`src/rtl/twi_byte_master.sv`:
```
module twi_byte_master #(
  parameter int QTR = 4
) (
  input  logic       clk,
  input  logic       rst_n,
  input  logic       reg_we,
  input  logic [1:0] reg_sel,
  input  logic [9:0] reg_wdata,
  output logic [7:0] ctl_rd,
  output logic [7:0] data_rd,
  output logic [7:0] stat_rd,
  output logic       irq,
  input  logic       scl_in,
  input  logic       sda_in,
  output logic       scl_oe,
  output logic       sda_oe
);
  localparam int CW = (QTR > 2) ? $clog2(QTR) : 1;
  localparam logic [7:0] IDLE = 8'hF8;

  typedef enum logic [1:0] {K_START, K_STOP, K_BYTE} kind_t;

  logic ce, en, aak, iflg, int_en, frc_scl, frc_sda;
  logic [7:0] stat, dat, sh;
  logic busy, rx, is_addr, in_txn, rd_mode, smp;
  logic scl_r, sda_r, p_scl, p_sda;
  kind_t kind;
  logic [1:0] q;
  logic [3:0] bitn;
  logic [CW-1:0] cnt;

  always_comb begin
    case (kind)
      K_START: begin p_scl = (q == 2'd0) ? !in_txn : (q != 2'd3); p_sda = (q < 2'd2); end
      K_STOP:  begin p_scl = (q != 2'd0); p_sda = (q >= 2'd2); end
      default: begin
        p_scl = (q == 2'd1) || (q == 2'd2);
        if (bitn == 4'd8) p_sda = rx ? !aak : 1'b1;
        else              p_sda = rx ? 1'b1 : sh[7];
      end
    endcase
  end

  wire q_end     = cnt == CW'(QTR - 1);
  wire stall     = p_scl && !scl_in;
  wire adv       = busy && q_end && !stall;
  wire slot_end  = adv && (q == 2'd3);
  wire step_done = slot_end && (kind != K_BYTE || bitn == 4'd8);
  wire ctl_wr    = reg_we && reg_sel == 2'd1 && !busy;
  wire go        = ctl_wr && reg_wdata[6] && !reg_wdata[3];
  wire go_sta    = go && reg_wdata[5];
  wire go_stp    = go && !reg_wdata[5] && reg_wdata[4];
  wire go_byte   = go && !reg_wdata[5] && !reg_wdata[4] && in_txn;

  always_ff @(posedge clk) begin
    if (!rst_n) begin
      {ce, en, aak, iflg, int_en, frc_scl, frc_sda} <= '0;
      stat <= IDLE; dat <= '0; sh <= '0;
      {busy, rx, is_addr, in_txn, rd_mode, smp} <= '0;
      scl_r <= 1'b1; sda_r <= 1'b1;
      kind <= K_STOP; q <= '0; bitn <= '0; cnt <= '0;
    end else begin
      if (reg_we && reg_sel == 2'd2) begin
        frc_scl <= reg_wdata[9]; frc_sda <= reg_wdata[8]; int_en <= reg_wdata[6];
      end
      if (reg_we && reg_sel == 2'd0 && !busy) dat <= reg_wdata[7:0];
      if (ctl_wr) begin
        ce <= reg_wdata[7]; en <= reg_wdata[6]; aak <= reg_wdata[2];
        if (!reg_wdata[3]) iflg <= 1'b0;
      end
      if (go_sta || (go_stp && in_txn) || go_byte) begin
        busy <= 1'b1; cnt <= '0; q <= '0; bitn <= '0;
      end
      if (go_sta) kind <= K_START;
      if (go_stp) begin
        stat <= IDLE;
        if (in_txn) kind <= K_STOP;
      end
      if (go_byte) begin
        kind <= K_BYTE; sh <= dat; rx <= !is_addr && rd_mode;
        if (is_addr) rd_mode <= dat[0];
      end
      if (busy) begin
        scl_r <= p_scl; sda_r <= p_sda;
        if (!q_end) cnt <= cnt + 1'b1;
        else if (!stall) begin cnt <= '0; q <= q + 2'd1; end
        if (adv && q == 2'd2) smp <= sda_in;
        if (slot_end && kind == K_BYTE && bitn != 4'd8) begin
          sh <= {sh[6:0], smp}; bitn <= bitn + 4'd1;
        end
        if (step_done) begin
          busy <= 1'b0;
          case (kind)
            K_START: begin stat <= in_txn ? 8'h10 : 8'h08; in_txn <= 1'b1; is_addr <= 1'b1; iflg <= 1'b1; end
            K_STOP:  in_txn <= 1'b0;
            default: begin
              iflg <= 1'b1; is_addr <= 1'b0;
              if (rx) begin dat <= sh; stat <= aak ? 8'h50 : 8'h58; end
              else if (is_addr) stat <= rd_mode ? (smp ? 8'h48 : 8'h40) : (smp ? 8'h20 : 8'h18);
              else stat <= smp ? 8'h30 : 8'h28;
            end
          endcase
        end
      end
    end
  end

  assign ctl_rd  = {ce, en, 2'b00, iflg, aak, 2'b00};
  assign data_rd = dat;
  assign stat_rd = stat;
  assign irq     = int_en && (stat != IDLE);
  assign scl_oe  = !scl_r || frc_scl;
  assign sda_oe  = !sda_r || frc_sda;
endmodule

```
`config.mk`:
```
export PLATFORM = sky130hd
export DESIGN_NAME = twi_byte_master
export DESIGN_NICKNAME = d
export VERILOG_FILES = /design/src/rtl/twi_byte_master.sv
export SDC_FILE = /design/constraint.sdc
export NUM_CORES = 1
export LEC_CHECK = 0
export BUFFER_PORTS_ARGS = -buffer_cell sky130_fd_sc_hd__buf_2
export CAP_MARGIN = 20
export CORE_UTILIZATION = 50
export DETAILED_ROUTE_END_ITERATION = 16
export HOLD_SLACK_MARGIN = 0.03
export PLACE_DENSITY = 0.72
export SYNTH_ARGS = -nofsm -noshare
export SYNTH_HDL_FRONTEND = slang
export SYNTH_SLANG_ARGS = --single-unit
```
`constraint.sdc`:
```
create_clock -name clk -period 3.3 [get_ports clk]
set_input_delay 0.495 -clock clk [delete_from_list [all_inputs] [get_ports clk]]
set_output_delay 0.495 -clock clk [all_outputs]
set_load 0.02 [all_outputs]
```
==> out/qor.yml, run 1 <==
outcome: "finished, final reports clean"
ys_ff_latch: 49
synth_edf_count: 0
rsz0062_at_grt: "no"
drc: 0
synth_top_family_by_area: "simple AND/OR/NAND/NOR gates"
cp_data_arrival_time_ns: 2.50
crit_family: "compound AO/OA/AOI/OAI gates"
grt-ovfl-total: 0
drt-initial-drc-count: 168
syn2layout_area_growth_pct: 9.62
grt_max_degree: 43
rr_worst_depth: 7
root_buffer: "clkbuf_8"
post-synth-top-count-cell: "dfxtp_1"
dieHeight_um: 74.1
fill_cells: 456
gp_congestion: 0.806
antenna_cells: 0
finClkSkew_ns: 0.00339
worstSkewPairLatency_ns: 0.30
criticalPathCategory: "flip-flop to flip-flop"
io_pins: 44
finalSetupViolations: 0
io_buffers: 39
clock-sinks: 49
layout.nets: 343
yosysTopAreaCell: "dfxtp_1"
routed_wirelength_mm: 5.61
reg2reg_to: "bitn[3]"
cp.required_ns: 3.52
hold_depth: 3
cts_inserted_buffers: 5
reg2reg_from: "q[1]"
hold_start: "reg_wdata[9]"
pre_cts_ws_ns: 1.05
synth-simple-area-share_pct: 20.5
rows: 25
postCtsHoldBufs: 0
worst_path_largest_cell_delay_ns: 0.68
grt_pass1_vias: 1880
worst_pin_slew_ns: 0.976
async_flop_share_pct: 0
ys_warn_count: 0
core_area_um2: 4850
finalHoldViolCount: 0
fp.dieArea_um2: 5500
drive_gt1_share_pct: 20.8
cts_buffer_depth: 2
avgSynthCellArea_um2: 8.91
post_cts_resized: 0
firstDrtPassIters: 4
cp-start-kind: "flip-flop"
syn_inst: 292
seqCellArea_um2: 981
power.leakage_nw: 1.08
antenna_found_initial: 0
vias: 2197
tns_ns: 0
multi_input_area_um2: 1410
cp-end-kind: "flip-flop"
slowest_stage: "a2111oi_4"
clkSlewWorstSetupHoldPaths_ns: 0.08
worst_slack_ns: 1.02
cp_max_fo: 11
fmax_ghz: 0.439
synth_compound_area_share_pct: 19.9
hpwlAfterDp_mm: 3.95
cts_htree_levels: 2
worstPathCellList: "inv_1 > ha_1 > nor2b_1 > a2111oi_4 > buf_4 > o21ai_0 > o221ai_1"
start_util_pct: 53.7
track_usage_pct: 22.2
grt_pass1_wl_mm: 9.16
holdCritPathClass: "input pin to flip-flop"
ys.flop_type: "dfxtp_1"
muxShareOfSynthArea_pct: 9.24
ant_nets: 0
crit_buf_inv: 2
synth_cell_types: 53
period_minus_slack_ns: 2.28
synthAdderAreaFrac_pct: 3.85
maxSlewViolCount: 0
cts_tree: "yes"
synth_xor_area_share_pct: 0
cts_setup_buffers: 0
synthTopCellsByCount: "dfxtp_1 (49), nand2_1 (39), inv_1 (16)"
post-route-period-util_pct: 69.0
hold_end: "frc_scl"
p_per_area_nw_per_um2: 364
seq_area_frac_synth_pct: 37.7
viasPerCell: 5.71
cap_violations: 0
slew-limit-headroom_pct: 34.6
netlist_area_um2: 2600
ir_drop_uv: 218
synth_area_leaders: "dfxtp_1 (38%), mux2i_1 (5.8%), nand2_1 (5.6%)"
dieWidth_um: 74.1
synth_top_area_share_pct: 37.7
regToRegSetupSlack_ns: 1.02
post_drt_wl_per_cell_um: 14.6
## worst reg2reg max path: cells and delay by family, from the launching register on
| kind | cells | cell delay (ns) |
|---|---|---|
| adders and majority gates | 1 | 0.20 |
| DFF | 1 | 0.38 |
| and+or+nand+nor | 1 | 0.18 |
| buffers and inverters | 2 | 0.38 |
| AOI/OAI and AO/OA | 3 | 1.06 |
## report_power, final
group	internal, mW	switching (mW)	total [mW]
Clock	0.167	0.193	0.360
Combinational	0.0294	0.0448	0.0742
Sequential	0.597	0.00541	0.603
## cells by family (layout without fill, tap and decap cells)
| group | Yosys count | after routing |
|---|---|---|
| multiplexers | 23 | 23 |
| flip-flops | 49 | 49 |
| AO/OA/AOI/OAI | 66 | 66 |
| adder cells (fa/ha/maj) | 8 | 8 |
| buffers and inverters | 44 | 67 |
| AND/OR/NAND/NOR | 101 | 101 |
| other | 1 | 4 |
## worst max path at each step
stage / startpoint / to / slack [ns] / cells past startpoint
3_3_place_gp: q[1] / bitn[3] / 1.08 / 7
5_1_grt: q[1] / bitn[2] / 0.84 / 6
3_5_place_dp: q[1] / bitn[3] / 1.05 / 7
2_1_floorplan: q[1] / stat_rd[3] / 1.35 / 6
6_report: q[1] / bitn[3] / 1.02 / 7
4_1_cts: q[1] / bitn[3] / 1.03 / 7
## registers in the layout, summed over array words and instances, names as in the netlist, 2 cells and up
signal / count
bitn: 4
sh: 8
stat_rd: 8
kind: 2
data_rd: 8
cnt: 2
q: 2
## per-layer routing
layer  vias to the layer above  share of wire [%]  GRT usage (%)  wire length, um
met5                         -                  0              0                0
met1                      1040                 49           30.3             2740
met2                        54                 46           35.2             2590
met4                         0                1.1           7.69               61
li1                       1097                  -              -                -
met3                         6                3.9           4.07              217
## area by class of cell
class	count	area share, %
well taps	67	2.94
flip-flops and latches	49	34.4
repair buffers	44	8.16
multi-input cells	202	49.4
clock buffers	7	3.03
inverters	16	2.11
## per-stage QoR
step | std cells | hold slack, ns | total power [mW] | instance area [um^2] | utilization [%]
floorplan | 295 | 0.428 | 0.669 | 2610 | -
global placement | 378 | 0.444 | 0.690 | 2770 | 57.0
detailed placement | 378 | 0.447 | 0.691 | 2770 | 57.0
CTS | 385 | 0.428 | 1.05 | 2850 | 58.8
global route | 385 | 0.428 | 1.08 | 2850 | 58.8
finish | 385 | 0.425 | 1.04 | 2850 | 58.8
## layout by cell type (no fill, tap or decap), types with 9 or more instances in the layout
cell type,netlist,routed
a21oi_1,11,11
buf_2,5,39
dfxtp_1,49,49
inv_1,16,16
mux2i_1,15,15
nand2_1,39,39
nand3_1,13,13
nor2_1,12,12
o31ai_1,9,9
Note: power is estimated with default switching activity, not from simulation.
==> run 2, diff against run 1 <==
--- a/config.mk
+++ b/config.mk
@@ -10,7 +10,7 @@
 export CORE_UTILIZATION = 50
 export DETAILED_ROUTE_END_ITERATION = 16
 export HOLD_SLACK_MARGIN = 0.03
-export PLACE_DENSITY = 0.72
+export PLACE_DENSITY = 0.75
 export SYNTH_ARGS = -nofsm -noshare
 export SYNTH_HDL_FRONTEND = slang
 export SYNTH_SLANG_ARGS = --single-unit
==> constraint.sdc (replaced) <==
create_clock -name clk -period 1.9 [get_ports clk]
set_input_delay 0.285 -clock clk [delete_from_list [all_inputs] [get_ports clk]]
set_output_delay 0.285 -clock clk [all_outputs]
set_load 0.02 [all_outputs]
==> run 2 against run 1 <==
  * Clock power increased by 67%
  * Maximum frequency rose by 22%
  * Largest power group unchanged
  * Register-to-register slack got worse by 0.99 ns
  * Non-clock buffer count rose by 25
==> out/qor.yml, run 2 (synthesis results as in run 1) <==
track_usage_pct: 23.4  # was 22.2%
outcome: "finished, final reports clean"  # unchanged
drive_gt1_share_pct: 30.2  # was 20.8%
post-route-period-util_pct: 98.5  # was 69.0%
grt_pass1_vias: 2164  # was 1,880
cp-endpoint: "stat_rd[0]"  # was bitn[3]
postCtsHoldBufs: 0  # unchanged
start_util_pct: 53.7  # unchanged
final_cell_mix: "dfxtp_1 (47), nand2_1 (39), buf_2 (39), buf_4 (24), mux2i_1 (15)"  # was dfxtp_1 (49), nand2_1 (39), buf_2 (39), inv_1 (16), mux2i_1 (15)
grt-ovfl-total: 0  # unchanged
clock-sinks: 49  # unchanged
period_minus_slack_ns: 1.87  # was 2.28 ns
finalHoldViolCount: 0  # unchanged
final_common_cell: "dfxtp_1"  # unchanged
regToRegSetupSlack_ns: 0.03  # was 1.02 ns
criticalPathCategory: "flip-flop to flip-flop"  # unchanged
fp.dieArea_um2: 5500  # unchanged
worstSkewPairLatency_ns: 0.30  # about the same
antenna_cells: 0  # unchanged
hpwlAfterDp_mm: 4.24  # was 3.95 mm
p_int_mw: 1.35  # was 0.794 mW
seqPwrFrac_pct: 58.7  # was 58.1%
holdCritPathClass: "input pin to flip-flop"  # unchanged
cp-end-kind: "flip-flop"  # unchanged
p_sw_mw: 0.430  # was 0.243 mW
gp_congestion: 0.818  # was 0.806
layout.nets: 368  # was 343
core_area_um2: 4850  # unchanged
post_drt_wl_per_cell_um: 14.4  # was 14.6 um
rsz0062_at_grt: "yes"  # was no
dieHeight_um: 74.1  # unchanged
cts_buffer_depth: 2  # unchanged
startpoint: "q[0]"  # was q[1]
fin_cells: 411  # was 385
p_per_area_nw_per_um2: 566  # was 364 nW/um^2
cp_max_fo: 4  # was 11
cap_violations: 0  # unchanged
drc: 0  # unchanged
comb_power_share_pct: 7.6  # was 7.2%
vias: 2295  # was 2,197
ir_drop_uv: 491  # was 218 uV
drt-initial-drc-count: 148  # was 168
ant_nets: 0  # unchanged
dp_cells: 399  # was 378
rr_worst_depth: 8  # was 7
cts_tree: "yes"  # unchanged
fmax_ghz: 0.534  # was 0.439 GHz
clkSlewWorstSetupHoldPaths_ns: 0.08  # about the same
dieWidth_um: 74.1  # unchanged
rows: 25  # unchanged
reg2reg_to: "stat_rd[0]"  # was bitn[3]
routed_wirelength_mm: 5.91  # was 5.61 mm
io_pins: 44  # unchanged
worst_slack_ns: 0.0278  # was 1.02 ns
io_buffers: 39  # unchanged
swShare_pct: 24.1  # was 23.5%
placed_cell_area_um2: 2940  # was 2770 um^2
cts_inserted_buffers: 5  # unchanged
cp.required_ns: 2.12  # was 3.52 ns
total_power_mw: 1.78  # was 1.04 mW
finalInstanceArea_um2: 3150  # was 2850 um^2
power.leakage_nw: 1.22  # was 1.08 nW
syn2layout_area_growth_pct: 21.2  # was 9.62%
hold_depth: 3  # unchanged
tns_ns: 0  # unchanged
finalSetupViolations: 0  # unchanged
reg2reg_from: "q[0]"  # was q[1]
firstDrtPassIters: 4  # unchanged
grt_max_degree: 26  # was 43
cp_data_arrival_time_ns: 2.09  # was 2.50 ns
hold_slack_ns: 0.213  # was 0.425 ns
root_buffer: "clkbuf_8"  # unchanged
utilization_pct: 65.0  # was 58.8%
cts_htree_levels: 2  # unchanged
antenna_found_initial: 0  # unchanged
cp-start-kind: "flip-flop"  # unchanged
finClkSkew_ns: 0.00719  # was 0.00339 ns
pre_cts_ws_ns: -0.0924  # was 1.05 ns
viasPerCell: 5.58  # was 5.71
clkPwrFrac_pct: 33.7  # was 34.7%
maxSlewViolCount: 0  # unchanged
grt_pass1_wl_mm: 9.87  # was 9.16 mm
[run 2: cell count changes in the layout (fill, tap and decap cells not counted), sizes merged]
cell / previous run / this run
buf: 44 / 68
clkbuf: 7 / 8
clkinvlp: 0 / 1
[run 2: layer usage]
layer	share of wire, %	up-vias	track usage [%]
met5	0	-	0
li1	-	1148	-
met3	3.5	9	3.93
met1	47	1088	29.8
met2	48	50	39.7
met4	1.3	0	9.19
[run 2: how the worst min path moves through the flow]
stage | startpoint | to
after detailed placement | stat_rd[2] | stat_rd[2]
after floorplan | cnt[0] | cnt[0]
final | reg_wdata[9] | frc_scl
after CTS | reg_wdata[9] | frc_scl
after global placement | stat_rd[0] | stat_rd[0]
after global routing | reg_wdata[9] | frc_scl
[run 2: what timing repair did]
action                                  in CTS  in global routing
gates cloned                                 0                  2
setup buffers                                1                  3
endpoints found under the setup margin      19                 32
pin swaps                                    3                  5
resized for setup                            6                 16
[run 2: area by class of cell]
| cell class | count | area, um^2 |
|---|---|---|
| timing repair buffer | 69 | 465 |
| clock buffer | 7 | 76.3 |
| fill | 437 | 1700 |
| tap | 67 | 83.8 |
| inverter | 16 | 60.1 |
| sequential | 49 | 983 |
| multi-input combinational | 202 | 1480 |
| clock inverter | 1 | 7.51 |
[run 2: power by group through the flow]
| stage | Sequential [mW] | Clock (mW) | Combinational (mW) |
|---|---|---|---|
| after floorplan | 1.08 | 0 | 0.0870 |
| after global placement | 1.07 | 0 | 0.130 |
| after detailed placement | 1.07 | 0 | 0.133 |
| after CTS | 1.05 | 0.610 | 0.134 |
| after global routing | 1.05 | 0.665 | 0.147 |
| final | 1.05 | 0.600 | 0.136 |
[run 2: critical path: stages (launching register included)]
cell and delay (ns):
dfxtp_2 0.34, ha_1 0.22, nor4b_4 0.14, buf_4 0.16
a2111oi_4 0.33, buf_6 0.19, a2111oi_4 0.05, buf_4 0.17
nor4_2 0.20
